--- src/rtl/pwm_timer_pkg.sv ---
package pwm_timer_pkg;

    typedef enum logic [1:0] {
        CNT_IDLE = 2'd0,
        CNT_UP   = 2'd1,
        CNT_DOWN = 2'd2
    } cnt_state_e;

    localparam int unsigned ADDR_W = 3;

    localparam logic [ADDR_W-1:0] REG_CTRL   = 3'd0;
    localparam logic [ADDR_W-1:0] REG_DIV    = 3'd1;
    localparam logic [ADDR_W-1:0] REG_PERIOD = 3'd2;
    localparam logic [ADDR_W-1:0] REG_CMP    = 3'd3;
    localparam logic [ADDR_W-1:0] REG_CMD    = 3'd4;

    localparam int unsigned CTRL_W = 6;

    // Field order matches control bits 5..0.
    typedef struct packed {
        logic irq_en;
        logic per_buf;
        logic cmp_buf;
        logic invert;
        logic center;
        logic run;
    } ctrl_t;

endpackage

--- src/rtl/pwm_shadow_reg.sv ---
module pwm_shadow_reg #(
    parameter int unsigned W = 16,
    parameter logic [W-1:0] RST_VAL = '0
) (
    input  logic         clk,
    input  logic         rst_n,
    input  logic         wr_en,
    input  logic [W-1:0] wr_data,
    input  logic         buffered,
    input  logic         load,
    output logic [W-1:0] active_o
);

    logic [W-1:0] held_q;

    always_ff @(posedge clk or negedge rst_n) begin
        if (!rst_n) begin
            held_q   <= RST_VAL;
            active_o <= RST_VAL;
        end else begin
            if (wr_en) begin
                held_q <= wr_data;
            end
            if (wr_en && !buffered) begin
                active_o <= wr_data;
            end else if (load) begin
                active_o <= held_q;
            end
        end
    end

    // R5 (compare) and R6 (period): buffered working copy moves only at an update
    a_r5_buffered_hold: assert property (@(posedge clk) disable iff (!rst_n)
        (buffered && !load) |=> $stable(active_o));

endmodule

--- src/rtl/pwm_prescaler.sv ---
module pwm_prescaler #(
    parameter int unsigned W = 16
) (
    input  logic         clk,
    input  logic         rst_n,
    input  logic         run,
    input  logic         restart,
    input  logic [W-1:0] divisor,
    output logic         tick_o
);

    logic [W-1:0] phase_q;

    assign tick_o = run && (phase_q == divisor);

    always_ff @(posedge clk or negedge rst_n) begin
        if (!rst_n) begin
            phase_q <= '0;
        end else if (restart) begin
            phase_q <= '0;
        end else if (run) begin
            phase_q <= tick_o ? '0 : phase_q + 1'b1;
        end
    end

    // the phase never runs past the working divider value
    a_r1_phase_bound: assert property (@(posedge clk) disable iff (!rst_n)
        phase_q <= divisor);

    // a forced update restarts the divider phase
    a_r11_phase_clear: assert property (@(posedge clk) disable iff (!rst_n)
        restart |=> (phase_q == '0));

endmodule

--- src/rtl/pwm_counter.sv ---
module pwm_counter
    import pwm_timer_pkg::*;
#(
    parameter int unsigned W = 16
) (
    input  logic         clk,
    input  logic         rst_n,
    input  logic         run,
    input  logic         center,
    input  logic         tick,
    input  logic         force_upd,
    input  logic [W-1:0] period,
    output logic [W-1:0] count_o,
    output logic         uev_o,
    output logic         step_o
);

    cnt_state_e state_q, state_n;
    logic [W-1:0] count_n;
    logic at_top, at_bottom;

    // Output process: events derived from the current state
    always_comb begin
        at_top    = 1'b0;
        at_bottom = 1'b0;
        step_o    = 1'b0;
        unique case (state_q)
            CNT_IDLE: ;
            CNT_UP: begin
                step_o = run && tick && !force_upd;
                at_top = step_o && (count_o == period);
            end
            CNT_DOWN: begin
                step_o    = run && tick && !force_upd && center;
                at_bottom = step_o && (count_o == '0);
            end
            default: ;
        endcase
        uev_o = force_upd || at_top || at_bottom;
    end

    // Next-state process
    always_comb begin
        state_n = state_q;
        count_n = count_o;
        if (force_upd) begin
            state_n = run ? CNT_UP : CNT_IDLE;
            count_n = '0;
        end else begin
            unique case (state_q)
                CNT_IDLE: begin
                    if (run) state_n = CNT_UP;
                end
                CNT_UP: begin
                    if (!run) begin
                        state_n = CNT_IDLE;
                    end else if (at_top) begin
                        if (center) begin
                            state_n = CNT_DOWN;
                            count_n = period - 1'b1;
                        end else begin
                            count_n = '0;
                        end
                    end else if (step_o) begin
                        count_n = count_o + 1'b1;
                    end
                end
                CNT_DOWN: begin
                    if (!run) begin
                        state_n = CNT_IDLE;
                    end else if (!center) begin
                        state_n = CNT_UP;
                    end else if (at_bottom) begin
                        state_n = CNT_UP;
                        count_n = count_o + 1'b1;
                    end else if (step_o) begin
                        count_n = count_o - 1'b1;
                    end
                end
                default: state_n = CNT_IDLE;
            endcase
        end
    end

    // State register
    always_ff @(posedge clk or negedge rst_n) begin
        if (!rst_n) begin
            state_q <= CNT_IDLE;
            count_o <= '0;
        end else begin
            state_q <= state_n;
            count_o <= count_n;
        end
    end

    // sawtooth returns to zero after the limit
    a_r2_wrap_to_zero: assert property (@(posedge clk) disable iff (!rst_n)
        (state_q == CNT_UP && run && tick && !center && !force_upd && count_o == period)
        |=> (count_o == '0));

    // forced update clears the count
    a_r11_count_clear: assert property (@(posedge clk) disable iff (!rst_n)
        force_upd |=> (count_o == '0));

endmodule

--- src/rtl/pwm_timer.sv ---
module pwm_timer
    import pwm_timer_pkg::*;
#(
    parameter int unsigned CNT_W = 16
) (
    input  logic              clk,
    input  logic              rst_n,
    input  logic              wr_en,
    input  logic [2:0]        wr_addr,
    input  logic [CNT_W-1:0]  wr_data,
    output logic              pwm_out,
    output logic [CNT_W-1:0]  cnt_value,
    output logic              upd_pulse,
    output logic              cmp_pulse,
    output logic              upd_flag,
    output logic              irq
);

    localparam logic [CNT_W-1:0] PERIOD_RST = '1;

    ctrl_t            ctrl_q;
    logic             force_upd, clr_flag;
    logic             uev, tick, step, moved_q;
    logic [CNT_W-1:0] div_act, per_act, cmp_act;

    assign force_upd = wr_en && (wr_addr == REG_CMD) && wr_data[0];
    assign clr_flag  = wr_en && (wr_addr == REG_CMD) && wr_data[1];

    always_ff @(posedge clk or negedge rst_n) begin
        if (!rst_n) begin
            ctrl_q <= '0;
        end else if (wr_en && wr_addr == REG_CTRL) begin
            ctrl_q <= ctrl_t'(wr_data[CTRL_W-1:0]);
        end
    end

    pwm_shadow_reg #(.W(CNT_W), .RST_VAL('0)) u_div (
        .clk(clk), .rst_n(rst_n),
        .wr_en(wr_en && wr_addr == REG_DIV), .wr_data(wr_data),
        .buffered(1'b1), .load(uev), .active_o(div_act));

    pwm_shadow_reg #(.W(CNT_W), .RST_VAL(PERIOD_RST)) u_period (
        .clk(clk), .rst_n(rst_n),
        .wr_en(wr_en && wr_addr == REG_PERIOD), .wr_data(wr_data),
        .buffered(ctrl_q.per_buf), .load(uev), .active_o(per_act));

    pwm_shadow_reg #(.W(CNT_W), .RST_VAL('0)) u_cmp (
        .clk(clk), .rst_n(rst_n),
        .wr_en(wr_en && wr_addr == REG_CMP), .wr_data(wr_data),
        .buffered(ctrl_q.cmp_buf), .load(uev), .active_o(cmp_act));

    pwm_prescaler #(.W(CNT_W)) u_presc (
        .clk(clk), .rst_n(rst_n), .run(ctrl_q.run),
        .restart(force_upd), .divisor(div_act), .tick_o(tick));

    pwm_counter #(.W(CNT_W)) u_cnt (
        .clk(clk), .rst_n(rst_n), .run(ctrl_q.run), .center(ctrl_q.center),
        .tick(tick), .force_upd(force_upd), .period(per_act),
        .count_o(cnt_value), .uev_o(uev), .step_o(step));

    always_ff @(posedge clk or negedge rst_n) begin
        if (!rst_n) begin
            upd_flag  <= 1'b0;
            upd_pulse <= 1'b0;
            moved_q   <= 1'b0;
        end else begin
            upd_pulse <= uev;
            moved_q   <= step;
            if (uev) begin
                upd_flag <= 1'b1;
            end else if (clr_flag) begin
                upd_flag <= 1'b0;
            end
        end
    end

    assign pwm_out   = ctrl_q.invert ^ (cnt_value < cmp_act);
    assign cmp_pulse = moved_q && (cnt_value == cmp_act);
    assign irq       = upd_flag && ctrl_q.irq_en;

    // the flag stays set until explicitly cleared
    a_r10_flag_sticky: assert property (@(posedge clk) disable iff (!rst_n)
        (upd_flag && !clr_flag) |=> upd_flag);

endmodule

--- config.mk ---
export PLATFORM = sky130hd
export DESIGN_NAME = pwm_timer
export DESIGN_NICKNAME = d
export VERILOG_FILES = /design/src/rtl/pwm_timer_pkg.sv /design/src/rtl/pwm_shadow_reg.sv /design/src/rtl/pwm_prescaler.sv /design/src/rtl/pwm_counter.sv /design/src/rtl/pwm_timer.sv
export SDC_FILE = /design/constraint.sdc
export NUM_CORES = 1
export LEC_CHECK = 0
export ABC_AREA = 1
export CAP_MARGIN = 10
export CORE_MARGIN = 2
export CORE_UTILIZATION = 30
export DETAILED_ROUTE_END_ITERATION = 8
export DONT_BUFFER_PORTS = 1
export SETUP_SLACK_MARGIN = 0.2
export SLEW_MARGIN = 20
export SYNTH_ARGS = -nofsm -noshare
export SYNTH_HDL_FRONTEND = slang
export SYNTH_SLANG_ARGS = --single-unit
--- constraint.sdc ---
create_clock -name clk -period 2 [get_ports clk]
set_input_delay 0.2 -clock clk [delete_from_list [all_inputs] [get_ports clk]]
set_output_delay 0.2 -clock clk [all_outputs]
set_load 0.005 [all_outputs]
# Yosys cells after proc, flatten, opt, wreduce, memory -nomap -nowiden
# Index checks and enable logic that the tools add are counted.
[classes] bitwise=1 n_reduce_logical=32 eq_ne=18 n_addsub=4 n_lt_le_gt_ge=1 muxes=32
[op_table] op="2-to-1 mux 16 bit" n=16
[op_table] op="== test 16 bit" n=3
[op_table] op="adder 16 x 1 -> 16 bit (second input constant)" n=2
[op_table] op="one-hot mux 16 bit (2 select lines)" n=1
[op_table] op="subtractor 16 x 1 -> 16 bit (second input constant)" n=2
[op_table] op="logical AND 1 bit" n=17
[op_table] op="zero test 16 bit" n=1
[op_table] op="< comparator 16 bit" n=1
[op_table] op="2-to-1 mux 2 bit" n=8
[op_table] op="!= test 3 x 2 -> 1 bit (second input constant)" n=4
[op_table] op="!= test 4 x 2 -> 1 bit (second input constant)" n=3
[op_table] op="nonzero test 2 bit" n=4
[op_table] op="== test 3 x 2 -> 1 bit (second input constant)" n=2
[op_table] op="one-hot mux 2 bit (3 select lines)" n=1
[op_table] op="AND reduction 6 bit" n=1
[op_table] op="2-to-1 mux 1 bit" n=5
[op_table] op="!= test 5 x 3 -> 1 bit (second input constant)" n=1
[op_table] op="!= test 4 x 3 -> 1 bit (second input constant)" n=1
[op_table] op="AND reduction 4 bit" n=1
[op_table] op="== test 3 x 1 -> 1 bit (second input constant)" n=1
[op_table] op="== test 3 bit (second input constant)" n=1
[op_table] op="zero test 1 bit" n=3
[op_table] op="zero test 3 bit" n=1
[op_table] op="nonzero test 3 bit" n=1
[op_table] op="other kinds (6)" n=7
[word_totals] regBits=139 inputBits=22

# Logic depth before layout (Yosys ltp)
[logic_depth] depth_word=13 ltp_mapped=16 ltp_nobuf=16

# Cells and area by module
# Synthesis repeated with hierarchy kept, for this count alone.
[hier_totals] cells_unflattened=1422 area_unflattened_um2=9629.2
[modules_own_cells] mod="pwm_shadow_reg at u_cmp ..." cells_per_inst=192 seq_area_each_um2=800.8 instances=2 area_per_inst_um2=1505.2
[modules_own_cells] mod="pwm_counter" cells_per_inst=512 seq_area_each_um2=450.4 instances=1 area_per_inst_um2=2910.3
[modules_own_cells] mod="pwm_shadow_reg at u_period" cells_per_inst=192 seq_area_each_um2=840.8 instances=1 area_per_inst_um2=1545.2
[modules_own_cells] mod="pwm_prescaler" cells_per_inst=219 seq_area_each_um2=400.4 instances=1 area_per_inst_um2=1317.5
[modules_own_cells] mod="pwm_timer" cells_per_inst=115 seq_area_each_um2=225.2 instances=1 area_per_inst_um2=845.8

# Least setup slack after synthesis
# Ideal clock, no wire load.
[synth_timing] kind="register to register" start="register u_cnt.count_o[0]" end="register u_cnt.count_o[0]" path_slack_ns=-0.131 setup_time_ns=0.122 synth_period_minus_slack_ns=2.131 stages_incl_launch_ff=15 arrival_time_ns=2.009 cell_sequence="dfrtp_1 > inv_1 > ha_1 > nand2_2 > nor2_2 > nand4_2 > nor3_2 > nand3_4 > nand2_4 > nand2_2 > nand2_4 > nand2_4 > buf_6 > nand3_1 > o21ai_1"
[synth_between] elab_chain_len=8 elab_cells_between_ends=20
[synth_lines] element="start: declaration" line_no="pwm_counter.sv:13" rtl="output logic [W-1:0] count_o,"
[synth_lines] element="start signal: assignment" line_no="pwm_counter.sv:92" rtl="count_o <= count_n;"
[synth_lines] element="branches (longest 8 deep; another with subtractor 16 x 1 -> 16 bit)"
# Parallel ways; which one is timed is not known. The select of a mux whose other input is x is not followed.
# A chain may end at the register's enable or synchronous reset.

# Final worst setup path
[layout_timing] start="register u_cnt.count_o[13]" end="output port cmp_pulse"
[layout_between] elab_chain_len=2
[layout_lines] element="== test 16 bit" line_no="pwm_timer.sv:78" rtl="assign cmp_pulse = moved_q && (cnt_value == cmp_act);"
[layout_lines] element="logical AND 1 bit" line_no="pwm_timer.sv:78"
[layout_lines] element="end: declaration" line_no="pwm_timer.sv:14" rtl="output logic cmp_pulse,"
# Every way passes these cells.

==> impl_metrics.yaml <==
worst_setup_path:
  cp.required_ns: 1.80
  path_buf_inv: 3
  crit_path_max_fanout: 2
  cp_slowest_cell: "dfrtp_2"
  startpoint: "u_cnt.count_o[13]"
  worst_path_most_repeated_cell: "buf_6"
  path_delay_family: "simple AND/OR/NAND/NOR gates"
  worstPathArrival_ns: 2.19
  crit_chain: "buf_6 > ha_4 > nand4_1 > nor3_4 > nor4b_4 > buf_4 > buf_6"
  reg2reg_from: "u_cnt.count_o[0]"
  reg2reg_to: "u_div.active_o[9]"
  cpPeakStageDelay_ns: 0.44
  worst-path-stages: 7
  crit_path_end: "cmp_pulse"
  worstSetupStartpointType: "register"
  critPathCaptureType: "output pin"
  rrSetupSlack_ns: -0.36
  crit_type: "register to output pin"
  ff2ff_path_depth: 17
die:
  ios: 43
  fp.dieW_um: 174
  fp.dieH_um: 174
  initial_utilization_pct: 30.3
  dieArea_mm2: 0.0301
  rows: 62
  core_area_mm2: 0.0285
finish:
  final_cells: 1758
  area_growth_pct: 46.1
  multi_input_area_mm2: 0.00519
  nNetsFinal: 1407
  sequential_cell_area_mm2: 0.00353
  fillCellCount: 2691
  final_util_pct: 44.2
  drive_above_1_share_pct: 37.3
  diodes: 0
global_routing:
  met3_usage_pct: 3.22
  grt_max_degree: 140
  grt_pass1_vias: 8360
  antenna_found_initial: 0
  grt_use_met2_pct: 32.9
  grt_use_met1_pct: 25.2
  grt.overflow.total: 0
  track_usage_pct: 19.5
  grt_busiest_layer: "met2"
  grt_first_pass_wirelength_um: 46200
clock_network:
  root_buffer: "clkbuf_16"
  cts_tree: "done"
  htreeDepth: 4
  cts_buffers: 17
  worstSkewPairLatency_ns: 0.43
  cts_sinks: 139
  clockBufferDepth: 2
  path_clk_slew_ns: 0.07
yosys:
  ys.flop_type: "dfrtp_1"
  synth.yosys.warnings: 0
  async_reset_ff_share_pct: 100
  synth_area_per_cell_um2: 7.35
  yosysUniqueCellTypes: 48
  ys_ff_latch: 139
  synth_nets: 1219
  synth_seq_area_share_pct: 40.8
  synth_edf_count: 0
  synthCells: 1173
  netlist_area_mm2: 0.00862
pwr:
  power.clock.fraction_pct: 20.8
  p_leak_nw: 5.94
  switchingPower_w: 0.00566
  seq_power_share_pct: 28.7
  p_int_w: 0.00844
  peakVddDrop_uv: 653
  power.share.switching_pct: 40.1
  p_comb_share_pct: 50.5
  power_w: 0.0141
  powerDensity_mw_per_mm2: 1120
place:
  placedCellCount: 1649
  place_ws_ns: -0.313
  place.gp.congestion: 0.894
  dp_hpwl_um: 19500
  port-buffer-count: 0
drt:
  drcViolationCount: 0
  viasPerCell: 4.88
  ant_nets: 0
  first_pass_iters: 8
  num_vias: 8584
  wl_per_cell_um: 16.7
  wirelength_um: 29400
  drt_iter0_drc: 677
min_path:
  hp-class: "primary input to asynchronous set/reset pin"
timing:
  skew_ns: 0.0119
  hold_viol: 139
  tns_ns: -18.76
  post-route-min-period_ns: 2.39
  worst_slack_ns: -0.391
  rsz0062_at_grt: "true"
  period_share_pct: 120
  tightest_slew_ns: 0.591
  slew_headroom_pct: 60.5
  fmax_ghz: 0.418
  setup_viol: 70
  drv_slew: 0
  whs_ns: -0.523
status:
  status: "complete, but fails checks"
  violations: "hold timing, setup timing"
job:
  maxCapViolCount: 0
[kinds of logic after synthesis]
| group | share of synthesized area, % |
|---|---|
| flops | 40.8 |
| xor+xnor | 3.25 |
| compound gates | 14.0 |
| simple gates | 28.9 |
| fa+ha+maj | 3.48 |
| buf+inv | 9.54 |
[flip-flops by register name, indices dropped and copies added (netlist names), 2 cells and up]
signal / cells
u_cmp.active_o: 16
u_cmp.held_q: 16
u_cnt.count_o: 16
u_div.active_o: 16
u_div.held_q: 16
u_period.active_o: 16
u_period.held_q: 16
u_presc.phase_q: 16
ctrl_q: 6
u_cnt.state_q: 2
[power by group through the flow]
stage / Combinational [W] / Sequential [W] / Clock, W
after floorplan: 0.00342 / 0.00397 / 0
after global placement: 0.00533 / 0.00405 / 0
after detailed placement: 0.00538 / 0.00406 / 0
after CTS: 0.00639 / 0.00400 / 0.00297
after global routing: 0.00776 / 0.00411 / 0.00309
final: 0.00712 / 0.00404 / 0.00293
[through the flow]
stage / hold slack, ns / instance area [µm²]
2_1_floorplan: -0.0956 / 8720
3_3_place_gp: -0.0896 / 10000
3_5_place_dp: -0.0889 / 10000
4_1_cts: -0.543 / 12000
5_1_grt: -0.544 / 12600
6_report: -0.523 / 12600
[cell type report]
| cell class | instances | share of cell area (%) |
|---|---|---|
| multi-input cells | 833 | 41.2 |
| repair buffers | 215 | 17.9 |
| clock inverters | 12 | 0.725 |
| well taps | 384 | 3.81 |
| clock buffers | 20 | 3.55 |
| inverters | 155 | 4.72 |
| flip-flops and latches | 139 | 28.0 |
[cells in the mapped netlist, drive strengths merged (3+ instances only)]
library cell,n,area (µm²)
a21oi,27,146
buf,27,165
clkbuf,19,72.6
dfrtp,107,2680
dfstp,32,841
ha,24,300
inv,155,584
nand2,291,1150
nand3,92,526
nand4,23,150
nor2,115,479
nor3,20,120
nor4,5,31.3
o21ai,178,906
o22ai,7,43.8
xnor2,3,26.3
xor2,29,254
[worst min-delay path by stage]
stage	endpoint	slack [ns]	depth (start not counted)
2_1_floorplan	ctrl_q[0]	-0.1	0
3_3_place_gp	ctrl_q[5]	-0.09	0
3_5_place_dp	u_div.held_q[3]	-0.09	0
4_1_cts	u_div.active_o[10]	-0.54	0
5_1_grt	u_div.held_q[4]	-0.54	0
6_report	upd_pulse	-0.52	0
[layer usage]
| metal | vias to the layer above | part of all wire, % |
|---|---|---|
| met1 | 4072 | 43 |
| met3 | 56 | 4.7 |
| met2 | 262 | 49 |
| met4 | 0 | 3.5 |
| li1 | 4194 | - |
| met5 | - | 0 |
[cells in the final DEF (no fill, tap or decap), types with 3 or more instances in the layout]
| master | count |
|---|---|
| inv_6 | 3 |
| nor3_4 | 4 |
| o22ai_1 | 7 |
| nand3_4 | 12 |
| o21ai_1 | 37 |
| buf_6 | 38 |
| dfrtp_2 | 11 |
| o21ai_2 | 47 |
| nor3_1 | 11 |
| nor3_2 | 5 |
| ha_1 | 9 |
| nor2_1 | 94 |
| inv_2 | 23 |
| dfrtp_1 | 96 |
| nand3_1 | 60 |
| xor2_1 | 27 |
| buf_4 | 146 |
| buf_16 | 15 |
| nand3_2 | 20 |
| dfstp_2 | 32 |
| o21ai_0 | 93 |
| nor2_4 | 9 |
| nand2_4 | 14 |
| inv_1 | 127 |
| nand2_2 | 37 |
| nor4_1 | 3 |
| a21oi_1 | 23 |
| nand2_8 | 3 |
| nor2_2 | 12 |
| ha_4 | 13 |
| clkbuf_16 | 17 |
| buf_12 | 16 |
| nand4_1 | 22 |
| nand2_1 | 237 |
| inv_4 | 5 |
| a21oi_2 | 3 |
| clkinvlp_4 | 5 |
[worst reg2reg max path: stages, from the launching register on]
cell     delay (ns)
dfrtp_2        0.43
inv_4          0.07
buf_6          0.09
ha_4           0.14
nand2_4        0.05
nor2_4         0.17
nand3_2        0.12
nor3_2         0.15
nand3_2        0.15
nor2_4         0.15
a21oi_4        0.09
buf_12         0.15
nand2_8        0.07
buf_12         0.11
buf_12         0.10
buf_16         0.12
nand2_2        0.05
o21ai_1        0.06
[what timing repair did]
action                                 in CTS  in global routing
resized for setup                         153                114
setup buffers                              42                 20
gates cloned                               15                  0
setup endpoints to repair                  74                 87
pin swaps                                  41                 43
endpoints found under the hold margin     139                139
Note: power is estimated with default switching activity, not from simulation.
